$ cat config.mk
export PLATFORM = sky130hd
export DESIGN_NAME = sadc_host_ctrl
export DESIGN_NICKNAME = d
export VERILOG_FILES = /design/src/rtl/sadc_pkg.sv /design/src/rtl/sadc_clk_div.sv /design/src/rtl/sadc_frame_seq.sv /design/src/rtl/sadc_rx_check.sv /design/src/rtl/sadc_pin_ctrl.sv /design/src/rtl/sadc_host_ctrl.sv
export SDC_FILE = /design/constraint.sdc
export NUM_CORES = 1
export LEC_CHECK = 0
export ABC_AREA = 0
export ABC_CLOCK_PERIOD_IN_PS = 3900
export BUFFER_PORTS_ARGS = -buffer_cell sky130_fd_sc_hd__buf_2
export CORE_MARGIN = 3
export CORE_UTILIZATION = 50
export DETAILED_ROUTE_END_ITERATION = 8
export GPL_ROUTABILITY_DRIVEN = 0
export PLACE_DENSITY = 0.69
export SYNTH_ARGS = -nofsm -noshare
export SYNTH_HDL_FRONTEND = slang
export SYNTH_SLANG_ARGS = --single-unit
$ cat constraint.sdc
create_clock -name clk -period 3.9 [get_ports clk]
set_input_delay 0.195 -clock clk [delete_from_list [all_inputs] [get_ports clk]]
set_output_delay 0.195 -clock clk [all_outputs]
set_load 0.02 [all_outputs]
$ cat src/rtl/sadc_pkg.sv
package sadc_pkg;

   typedef enum logic [1:0] {
      ST_IDLE = 2'd0,
      ST_XFER = 2'd1,
      ST_GAP  = 2'd2
   } seq_state_e;

   // Index of the last serial-clock period of a frame
   function automatic int unsigned frame_last_period(input int unsigned ch_w,
                                                     input int unsigned res_w);
      return ch_w + 2 * res_w;
   endfunction

endpackage

$ cat src/rtl/sadc_clk_div.sv
module sadc_clk_div #(
   parameter int unsigned HALF_PER = 2
) (
   input  logic clk,
   input  logic rst_n,
   input  logic run,
   output logic sclk,
   output logic rise_tick,
   output logic fall_tick
);
   localparam int unsigned CNT_W = (HALF_PER > 1) ? $clog2(HALF_PER) : 1;
   localparam logic [CNT_W-1:0] WRAP_AT = CNT_W'(HALF_PER - 1);

   if (HALF_PER < 1) begin : g_bad_half
      $error("sadc_clk_div: HALF_PER must be at least 1");
   end

   logic [CNT_W-1:0] cnt;
   logic             wrap;

   assign wrap      = run && (cnt == WRAP_AT);
   assign rise_tick = wrap && !sclk;
   assign fall_tick = wrap && sclk;

   always_ff @(posedge clk or negedge rst_n) begin
      if (!rst_n) begin
         cnt  <= '0;
         sclk <= 1'b0;
      end else if (!run) begin
         cnt  <= '0;
         sclk <= 1'b0;
      end else if (wrap) begin
         cnt  <= '0;
         sclk <= !sclk;
      end else begin
         cnt  <= cnt + 1'b1;
      end
   end

endmodule

$ cat src/rtl/sadc_frame_seq.sv
module sadc_frame_seq
   import sadc_pkg::*;
#(
   parameter int unsigned CH_W     = 3,
   parameter int unsigned RES_W    = 8,
   parameter int unsigned HALF_PER = 2,
   localparam int unsigned LAST_PER = frame_last_period(CH_W, RES_W),
   localparam int unsigned PER_W    = $clog2(LAST_PER + 1)
) (
   input  logic             clk,
   input  logic             rst_n,
   input  logic             req_valid,
   input  logic [CH_W-1:0]  req_chan,
   input  logic             fall_tick,
   output logic             req_ready,
   output logic             cs_n,
   output logic             run,
   output logic [PER_W-1:0] period,
   output logic             tx_bit,
   output logic             addr_phase,
   output logic             frame_end
);
   localparam int unsigned TX_W    = CH_W + 1;
   localparam int unsigned GAP_LEN = 4 * HALF_PER;
   localparam int unsigned GAP_W   = $clog2(GAP_LEN);
   localparam logic [PER_W-1:0] LAST_P = PER_W'(LAST_PER);
   localparam logic [PER_W-1:0] ADDR_P = PER_W'(CH_W);
   localparam logic [GAP_W-1:0] GAP_P  = GAP_W'(GAP_LEN - 1);

   seq_state_e       state;
   logic [TX_W-1:0]  tx_sr;
   logic [GAP_W-1:0] gap_cnt;

   assign req_ready  = (state == ST_IDLE);
   assign run        = (state == ST_XFER);
   assign tx_bit     = tx_sr[TX_W-1];
   assign addr_phase = run && (period <= ADDR_P);
   assign frame_end  = run && fall_tick && (period == LAST_P);

   always_ff @(posedge clk or negedge rst_n) begin
      if (!rst_n) begin
         state   <= ST_IDLE;
         cs_n    <= 1'b1;
         period  <= '0;
         tx_sr   <= '0;
         gap_cnt <= '0;
      end else begin
         unique case (state)
            ST_IDLE: begin
               if (req_valid) begin
                  state  <= ST_XFER;
                  cs_n   <= 1'b0;
                  period <= '0;
                  tx_sr  <= {1'b1, req_chan};
               end
            end
            ST_XFER: begin
               if (frame_end) begin
                  state   <= ST_GAP;
                  cs_n    <= 1'b1;
                  gap_cnt <= '0;
               end else if (fall_tick) begin
                  period <= period + 1'b1;
                  tx_sr  <= {tx_sr[TX_W-2:0], 1'b0};
               end
            end
            ST_GAP: begin
               if (gap_cnt == GAP_P) begin
                  state <= ST_IDLE;
               end else begin
                  gap_cnt <= gap_cnt + 1'b1;
               end
            end
            default: state <= ST_IDLE;
         endcase
      end
   end

endmodule

$ cat src/rtl/sadc_rx_check.sv
module sadc_rx_check
   import sadc_pkg::*;
#(
   parameter int unsigned CH_W  = 3,
   parameter int unsigned RES_W = 8,
   localparam int unsigned LAST_PER = frame_last_period(CH_W, RES_W),
   localparam int unsigned PER_W    = $clog2(LAST_PER + 1)
) (
   input  logic             clk,
   input  logic             rst_n,
   input  logic             rise_tick,
   input  logic [PER_W-1:0] period,
   input  logic             din,
   input  logic             frame_end,
   output logic             res_valid,
   output logic [RES_W-1:0] res_data,
   output logic             res_err
);
   // Period CH_W+1 carries the leading filler bit and is skipped
   localparam logic [PER_W-1:0] FWD_LO = PER_W'(CH_W + 2);
   localparam logic [PER_W-1:0] FWD_HI = PER_W'(CH_W + 1 + RES_W);

   logic [RES_W-1:0] fwd_sr;
   logic [RES_W-1:1] rev_vec;
   logic             fwd_slot;

   assign fwd_slot = rise_tick && (period >= FWD_LO) && (period <= FWD_HI);

   always_ff @(posedge clk or negedge rst_n) begin
      if (!rst_n) begin
         fwd_sr <= '0;
      end else if (fwd_slot) begin
         fwd_sr <= {fwd_sr[RES_W-2:0], din};
      end
   end

   // One capture flop per replayed bit, each bound to its own period
   for (genvar k = 1; k < RES_W; k++) begin : g_rev
      localparam logic [PER_W-1:0] SLOT = PER_W'(CH_W + 1 + RES_W + k);
      logic rbit;
      always_ff @(posedge clk or negedge rst_n) begin
         if (!rst_n) begin
            rbit <= 1'b0;
         end else if (rise_tick && (period == SLOT)) begin
            rbit <= din;
         end
      end
      assign rev_vec[k] = rbit;
   end

   always_ff @(posedge clk or negedge rst_n) begin
      if (!rst_n) begin
         res_valid <= 1'b0;
         res_data  <= '0;
         res_err   <= 1'b0;
      end else begin
         res_valid <= frame_end;
         if (frame_end) begin
            res_data <= fwd_sr;
            res_err  <= (rev_vec != fwd_sr[RES_W-1:1]);
         end
      end
   end

endmodule

$ cat src/rtl/sadc_pin_ctrl.sv
module sadc_pin_ctrl #(
   parameter bit ONE_WIRE = 1'b0
) (
   input  logic tx_bit,
   input  logic addr_phase,
   output logic sd_out,
   output logic sd_oe
);
   assign sd_out = addr_phase && tx_bit;

   if (ONE_WIRE) begin : g_one_wire
      // Release the shared wire as soon as the address phase ends
      assign sd_oe = addr_phase;
   end else begin : g_two_wire
      assign sd_oe = 1'b1;
   end

endmodule

$ cat src/rtl/sadc_host_ctrl.sv
module sadc_host_ctrl
   import sadc_pkg::*;
#(
   parameter int unsigned CH_W     = 3,
   parameter int unsigned RES_W    = 8,
   parameter int unsigned HALF_PER = 2,
   parameter bit          ONE_WIRE = 1'b0
) (
   input  logic             clk,
   input  logic             rst_n,
   input  logic             req_valid,
   input  logic [CH_W-1:0]  req_chan,
   output logic             req_ready,
   output logic             sclk,
   output logic             cs_n,
   output logic             sd_out,
   output logic             sd_oe,
   input  logic             sd_in,
   output logic             res_valid,
   output logic [RES_W-1:0] res_data,
   output logic             res_err
);
   localparam int unsigned LAST_PER = frame_last_period(CH_W, RES_W);
   localparam int unsigned PER_W    = $clog2(LAST_PER + 1);

   if (CH_W < 1) begin : g_bad_ch
      $error("sadc_host_ctrl: CH_W must be at least 1");
   end
   if (RES_W < 2) begin : g_bad_res
      $error("sadc_host_ctrl: RES_W must be at least 2");
   end

   logic             run;
   logic             rise_tick;
   logic             fall_tick;
   logic [PER_W-1:0] period;
   logic             tx_bit;
   logic             addr_phase;
   logic             frame_end;

   sadc_clk_div #(
      .HALF_PER (HALF_PER)
   ) u_clk_div (
      .clk       (clk),
      .rst_n     (rst_n),
      .run       (run),
      .sclk      (sclk),
      .rise_tick (rise_tick),
      .fall_tick (fall_tick)
   );

   sadc_frame_seq #(
      .CH_W     (CH_W),
      .RES_W    (RES_W),
      .HALF_PER (HALF_PER)
   ) u_seq (
      .clk        (clk),
      .rst_n      (rst_n),
      .req_valid  (req_valid),
      .req_chan   (req_chan),
      .fall_tick  (fall_tick),
      .req_ready  (req_ready),
      .cs_n       (cs_n),
      .run        (run),
      .period     (period),
      .tx_bit     (tx_bit),
      .addr_phase (addr_phase),
      .frame_end  (frame_end)
   );

   sadc_rx_check #(
      .CH_W  (CH_W),
      .RES_W (RES_W)
   ) u_rx (
      .clk       (clk),
      .rst_n     (rst_n),
      .rise_tick (rise_tick),
      .period    (period),
      .din       (sd_in),
      .frame_end (frame_end),
      .res_valid (res_valid),
      .res_data  (res_data),
      .res_err   (res_err)
   );

   sadc_pin_ctrl #(
      .ONE_WIRE (ONE_WIRE)
   ) u_pins (
      .tx_bit     (tx_bit),
      .addr_phase (addr_phase),
      .sd_out     (sd_out),
      .sd_oe      (sd_oe)
   );

endmodule

=== Word level (Yosys, flattened, before mapping) ===
Index checks and enable logic that the tools add are counted.

* Register bits: 42
* Input port bits: 7
* Output and inout port bits: 15
* Logic and storage cells: 88

* Add/sub/neg operators: 3
* Order comparisons: 3
* Eq/ne operators: 18
* Multiplexer cells: 22
* Reductions and logical operators: 24

{| class="wikitable"
|+ Operators with widths
! operator !! number
|-
| 5-bit equality test (second input constant) || 4
|-
| 1-bit logical AND || 16
|-
| 5-bit by 4-bit equality test with 1-bit output (second input constant) || 3
|-
| 5-bit 2-to-1 mux || 3
|-
| 4-bit 2-to-1 mux || 3
|-
| 5-bit case mux with 2 select lines || 1
|-
| 3-bit AND reduction || 3
|-
| 2-bit inequality test (second input constant) || 4
|-
| 4-bit case mux with 2 select lines || 1
|-
| 7-bit inequality test || 1
|-
| 1-bit 2-to-1 mux || 6
|-
| 2-bit 2-to-1 mux || 3
|-
| 3-bit 2-to-1 mux || 2
|-
| 2-bit by 1-bit inequality test with 1-bit output (second input constant) || 3
|-
| 2-bit case mux with 3 select lines || 1
|-
| 3-bit case mux with 2 select lines || 1
|-
| 5-bit by 1-bit adder with 5-bit output (second input constant) || 1
|-
| 5-bit by 3-bit >= comparator with 1-bit output (second input constant) || 1
|-
| 5-bit by 2-bit <= comparator with 1-bit output (second input constant) || 1
|-
| 5-bit by 4-bit <= comparator with 1-bit output (second input constant) || 1
|-
| 4-bit AND reduction || 1
|-
| 2-bit nonzero test || 2
|-
| 3-bit by 1-bit adder with 3-bit output (second input constant) || 1
|-
| 3-bit equality test (second input constant) || 1
|-
| 6 further kinds || 6
|}

=== Longest topological paths before layout ===
* Word-level depth: 7
* Depth in mapped cells: 7
* Depth with buffers taken out: 6

=== Modules after synthesis ===
A second synthesis with hierarchy kept.

* Cells, all modules: 158
* Area total of the unflattened synthesis: 2,015.7 um^2

{| class="wikitable"
|+ Modules (own cells, without submodules)
! module !! times used !! cells each !! area each (um^2) !! seq. area each (um^2)
|-
| sadc_rx_check || 1 || 75 || 1,089.8 || 625.6
|-
| sadc_frame_seq || 1 || 72 || 819.5 || 376.6
|-
| sadc_clk_div || 1 || 8 || 88.8 || 50.0
|-
| sadc_pin_ctrl || 1 || 3 || 17.5 || 0.0
|}

=== Least setup slack after synthesis ===
OpenSTA, ideal clock, no wires.

* Kind: reg2reg
* Start: register u_seq.state[0]
* End: register u_seq.tx_sr[1]
* Library setup time: 0.125 ns
* Arrival time: 1.685 ns
* Required time: 3.775 ns
* Slack: 2.091 ns
* Stages on the path, launching flop included: 8
* Path buffers: 1
* Clock period less this slack: 1.809 ns
* Cell sequence: dfrtp_1 inv_1 ha_1 nand2b_1 o21ai_0 nand2b_1 buf_4 mux2_2

* Elaborated cells between the ends (all ways): 12
* Classes of those cells: eq/ne (4); mux (1); reduce/logical (7)

{| class="wikitable"
|+ RTL lines
! item !! line !! text
|-
| start, declared || sadc_frame_seq.sv:30 || <nowiki>seq_state_e state;</nowiki>
|-
| start signal, assigned || sadc_frame_seq.sv:42 || <nowiki>state <= ST_IDLE;</nowiki>
|-
| start signal, assigned || sadc_frame_seq.sv:51 || <nowiki>state <= ST_XFER;</nowiki>
|-
| start signal, assigned || sadc_frame_seq.sv:59 || <nowiki>state <= ST_GAP;</nowiki>
|-
| 2-bit zero test (*) || -- ||
|-
| named net req_ready || sadc_host_ctrl.sv:13 || <nowiki>output logic req_ready,</nowiki>
|-
| 2-bit inequality test (no line) or 2-bit nonzero test (tied branches) || -- ||
|-
| 4-bit AND reduction (no line) || -- ||
|-
| end signal, assigned || sadc_frame_seq.sv:54 || <nowiki>tx_sr <= {1'b1, req_chan};</nowiki>
|-
| end signal, assigned || sadc_frame_seq.sv:64 || <nowiki>tx_sr <= {tx_sr[TX_W-2:0], 1'b0};</nowiki>
|-
| end, declared || sadc_frame_seq.sv:31 || <nowiki>logic [TX_W-1:0] tx_sr;</nowiki>
|}

The timed path passes the listed nets; every way through them passes the cells marked *.
A chain may end at the register's enable or synchronous reset.

=== Worst setup path in the final report ===
* Start: register u_seq.state[1]
* End: output sd_out

* Longest elaborated chain between the ends: 3

{| class="wikitable"
|+ RTL lines
! item !! line !! text
|-
| 2-bit by 1-bit equality test with 1-bit output || sadc_frame_seq.sv:35 || <nowiki>assign run = (state == ST_XFER);</nowiki>
|-
| named net run || sadc_host_ctrl.sv:33 || <nowiki>logic run;</nowiki>
|-
| 1-bit logical AND || sadc_frame_seq.sv:37 || <nowiki>assign addr_phase = run && (period <= ADDR_P);</nowiki>
|-
| 1-bit logical AND || sadc_pin_ctrl.sv:9 || <nowiki>assign sd_out = addr_phase && tx_bit;</nowiki>
|-
| end, declared || sadc_host_ctrl.sv:16 || <nowiki>output logic sd_out,</nowiki>
|}

The timed path passes the listed nets, and every way through them passes these cells.

==> metrics.md <==
| Metric | Value |
|---|---|
| Worst EP required | 3700 ps |
| Post-CTS Setup Bufs | 0 |
| Maximum VDD drop | 294.9 uV |
| Number of diodes | 0 |
| Starting Density | 52.60% |
| Clock-pin slew on the worst setup and hold paths | 80 ps |
| H-tree Lvls | 2 |
| Width of the die | 71.57 um |
| R2r endpoint | u_rx.fwd_sr[4] |
| MaxCap Viol Count | 0 |
| Worst Hold Slack | 26.61 ps |
| Syn Nets | 191 |
| Startpoint Class | register |
| Clock Skews | 5.721 ps |
| Final Cycle Share | roughly 56% |
| Post-synthesis sequential area ratio | 48.95% |
| P&R area growth vs syn | 10.54% |
| Final Non-Filler Cells | about 240 |
| First-pass GRT wire length | 6.527 mm |
| Iter 0 DRT Violations | 57 |
| DRC Markers | 0 |
| Most frequent cells in the layout | dfrtp_1, mux2_2, buf_2 |
| Largest net degree at the start of global routing | 43 |
| Drt wl/cell | roughly 15 um |
| Critical Path Slowest Stage Cell | ha_1 |
| Synth Instances | 172 |
| Met3 Usage GRT | 5.189% |
| Unique masters post-synth | 40 |
| Resized Gates After CTS | 0 |
| Count of input and output buffers | 20 |
| Multi-input logic area | 1010 sq um |
| Commonest non-fill, non-tap cell in the layout | dfrtp_1 |
| Vias | 1335 |
| Synth warn | 0 |
| Arrival time worst endpoint | between 1500 and 2000 ps |
| CTS tree | built |
| Yosys reg bits | 42 |
| Vias in the first global route | 1417 |
| Fraction of registers with async set/reset | 100.0% |
| RSZ-0062 raised after global routing | no |
| Final Total Pwr | 1.227 mW |
| Drt first pass iters | 4 |
| Reg area | between 1000 and 1500 sq um |
| Top Ports | 22 |
| CTS Buffer Depth | 2 |
| CP peak stage delay | 490 ps |
| Mean Syn Cell Area | 12.50 sq um |
| Leakage | between 1 and 1.5 nW |
| Top_reg_cell synth | dfrtp_1 |
| Worst R2R Start | u_seq.state[1] |
| Critical Path, Cell by Cell | inv_1 > ha_1 > nor4b_1 > o311a_1 > buf_2 |
| R2r worst-path depth | 6 |
| Rel. slew slack | roughly 39% |
| Clock tree root driver cell | clkbuf_8 |
| Slew @ Worst Pin | between 900 and 1000 ps |
| Outcome | finished, final reports clean |
| NumNets Final | 212 |
| Post-DP HPWL | 2.665 mm |
| CP endpoint kind | output pin |
| Max Slew Vio Count | 0 |
| CP Max Fanout | 14 |
| Skew-Pair Late Insertion Delay | 300 ps |
| Core Region | 4086 sq um |
| Post-Syn Area | 2150 sq um |
| Clk sinks | 42 |
| Antenna violations before repair | 0 |
| Post-synth EDFFs | 0 |
| Met1 usage | 20.29% |
| # rows | 23 |
| WP buf/inv | 2 |
| Register-to-register setup slack | between 1500 and 2000 ps |
| Total track usage | between 15 and 20% |
| Routed wire length | 3.645 mm |
| GRT busiest layer | met2 |
| # hold bufs at CTS | 0 |
| Met2 Use GR | ~27% |
| Die Height | 71.57 um |
| Fin crit period | 2189 ps |
| # fillers | 348 |
| Share of layout cells above drive strength 1 | 34.02% |
| Power Density | 516.3 nW/um^2 |
| Placed cell count | between 200 and 250 |
| Worst min-delay path class | primary input to asynchronous set/reset pin |
| Full die area | 5122 sq um |
| Total gr overflow | 0 |
| CP delay by family, top | adder cells |
| Finish-stage setup viols | 0 |
| Setup TNS | 0 ps |
| Via density | 5.471 |
| Final hold vios | 0 |
| Critical path type | register to output pin |
| F_max | 0.4568 GHz |
| CTS Buf Count | 5 |
| Post-route ant nets | 0 |
==> registers in the layout (all words and copies together), names as in the netlist <==
name             flops
u_clk_div.cnt        1
u_seq.cs_n           1
u_seq.tx_sr          4
u_rx.res_data        8
u_rx.g_rev.rbit      7
u_seq.period         5
u_rx.fwd_sr          8
u_rx.res_err         1
u_clk_div.sclk       1
u_rx.res_valid       1
u_seq.gap_cnt        3
u_seq.state          2
==> layout make-up <==
class	count	share of cell area [%]
flip-flops and latches	42	44.29
multi-input cells	114	42.50
well taps	50	2.633
clock inverters	3	1.896
clock buffers	5	2.896
inverters	10	1.580
repair buffers	20	4.213
==> synth_stat cells, drive strengths merged (2+ instances only) <==
master | instances | area share [%]
a31oi | 2 | 0.58
and2 | 4 | 1.2
dfrtp | 41 | 48
ha | 12 | 7.0
nand2 | 11 | 1.9
a22o | 4 | 1.6
a32o | 2 | 0.93
o2bb2ai | 3 | 1.2
nor2 | 6 | 1.0
nor3b | 2 | 0.70
buf | 6 | 2.3
xnor2 | 3 | 1.2
o21ai | 3 | 1.2
inv | 10 | 1.7
nand2b | 2 | 0.58
a21oi | 3 | 0.70
nand4 | 2 | 0.58
nor4 | 2 | 0.87
xor2 | 5 | 2.0
nor2b | 3 | 0.87
mux2 | 31 | 16
==> cells by family after synthesis <==
group                      count (synthesis)  share of synthesized area, %
DFF                                       42                         48.95
and+or+nand+nor                           39                         11.00
muxes                                     31                         16.24
AOI/OAI and AO/OA                         23                         9.313
buffers and inverters                     16                         4.074
adders and majority gates                 12                         6.985
xor gates and xnor gates                   8                         3.260
other                                      1                        0.1745
==> stage by stage <==
| stage | cell area [sq um] | setup WS [ps] | utilization [%] |
|---|---|---|---|
| after global placement | 2262 | 1795 | 55.36 |
| final | 2376 | 1711 | 58.14 |
| after floorplan | 2150 | 2091 | - |
| after CTS | 2376 | 1693 | 58.14 |
| after global routing | 2376 | 1483 | 58.14 |
| after detailed placement | 2262 | 1718 | 55.36 |
==> power by group <==
part / switching [mW] / total (mW) / leakage (nW) / internal [mW]
logic: 0.201 / 0.361 / 0.549 / 0.159
clock network: 0.158 / 0.348 / 0.0504 / 0.190
registers: 0.0369 / 0.518 / 0.554 / 0.481
==> worst max-delay path by stage <==
stage,depth (start not counted),slack [ps],startpoint,endpoint
6_report,5,1710,u_seq.state[1],sd_out
5_1_grt,6,1480,u_seq.state[1],u_rx.fwd_sr[6]
4_1_cts,5,1690,u_seq.state[1],sd_out
3_5_place_dp,6,1720,u_seq.state[1],u_rx.fwd_sr[4]
3_3_place_gp,6,1790,u_seq.state[1],u_rx.fwd_sr[1]
2_1_floorplan,7,2090,u_seq.state[0],u_seq.tx_sr[1]
==> routing by layer <==
layer	wire length [um]	up-vias
met4	63	0
met3	164	8
met2	1816	22
li1	-	652
met5	0	-
met1	1601	653
(Power assumes the default switching activity.)
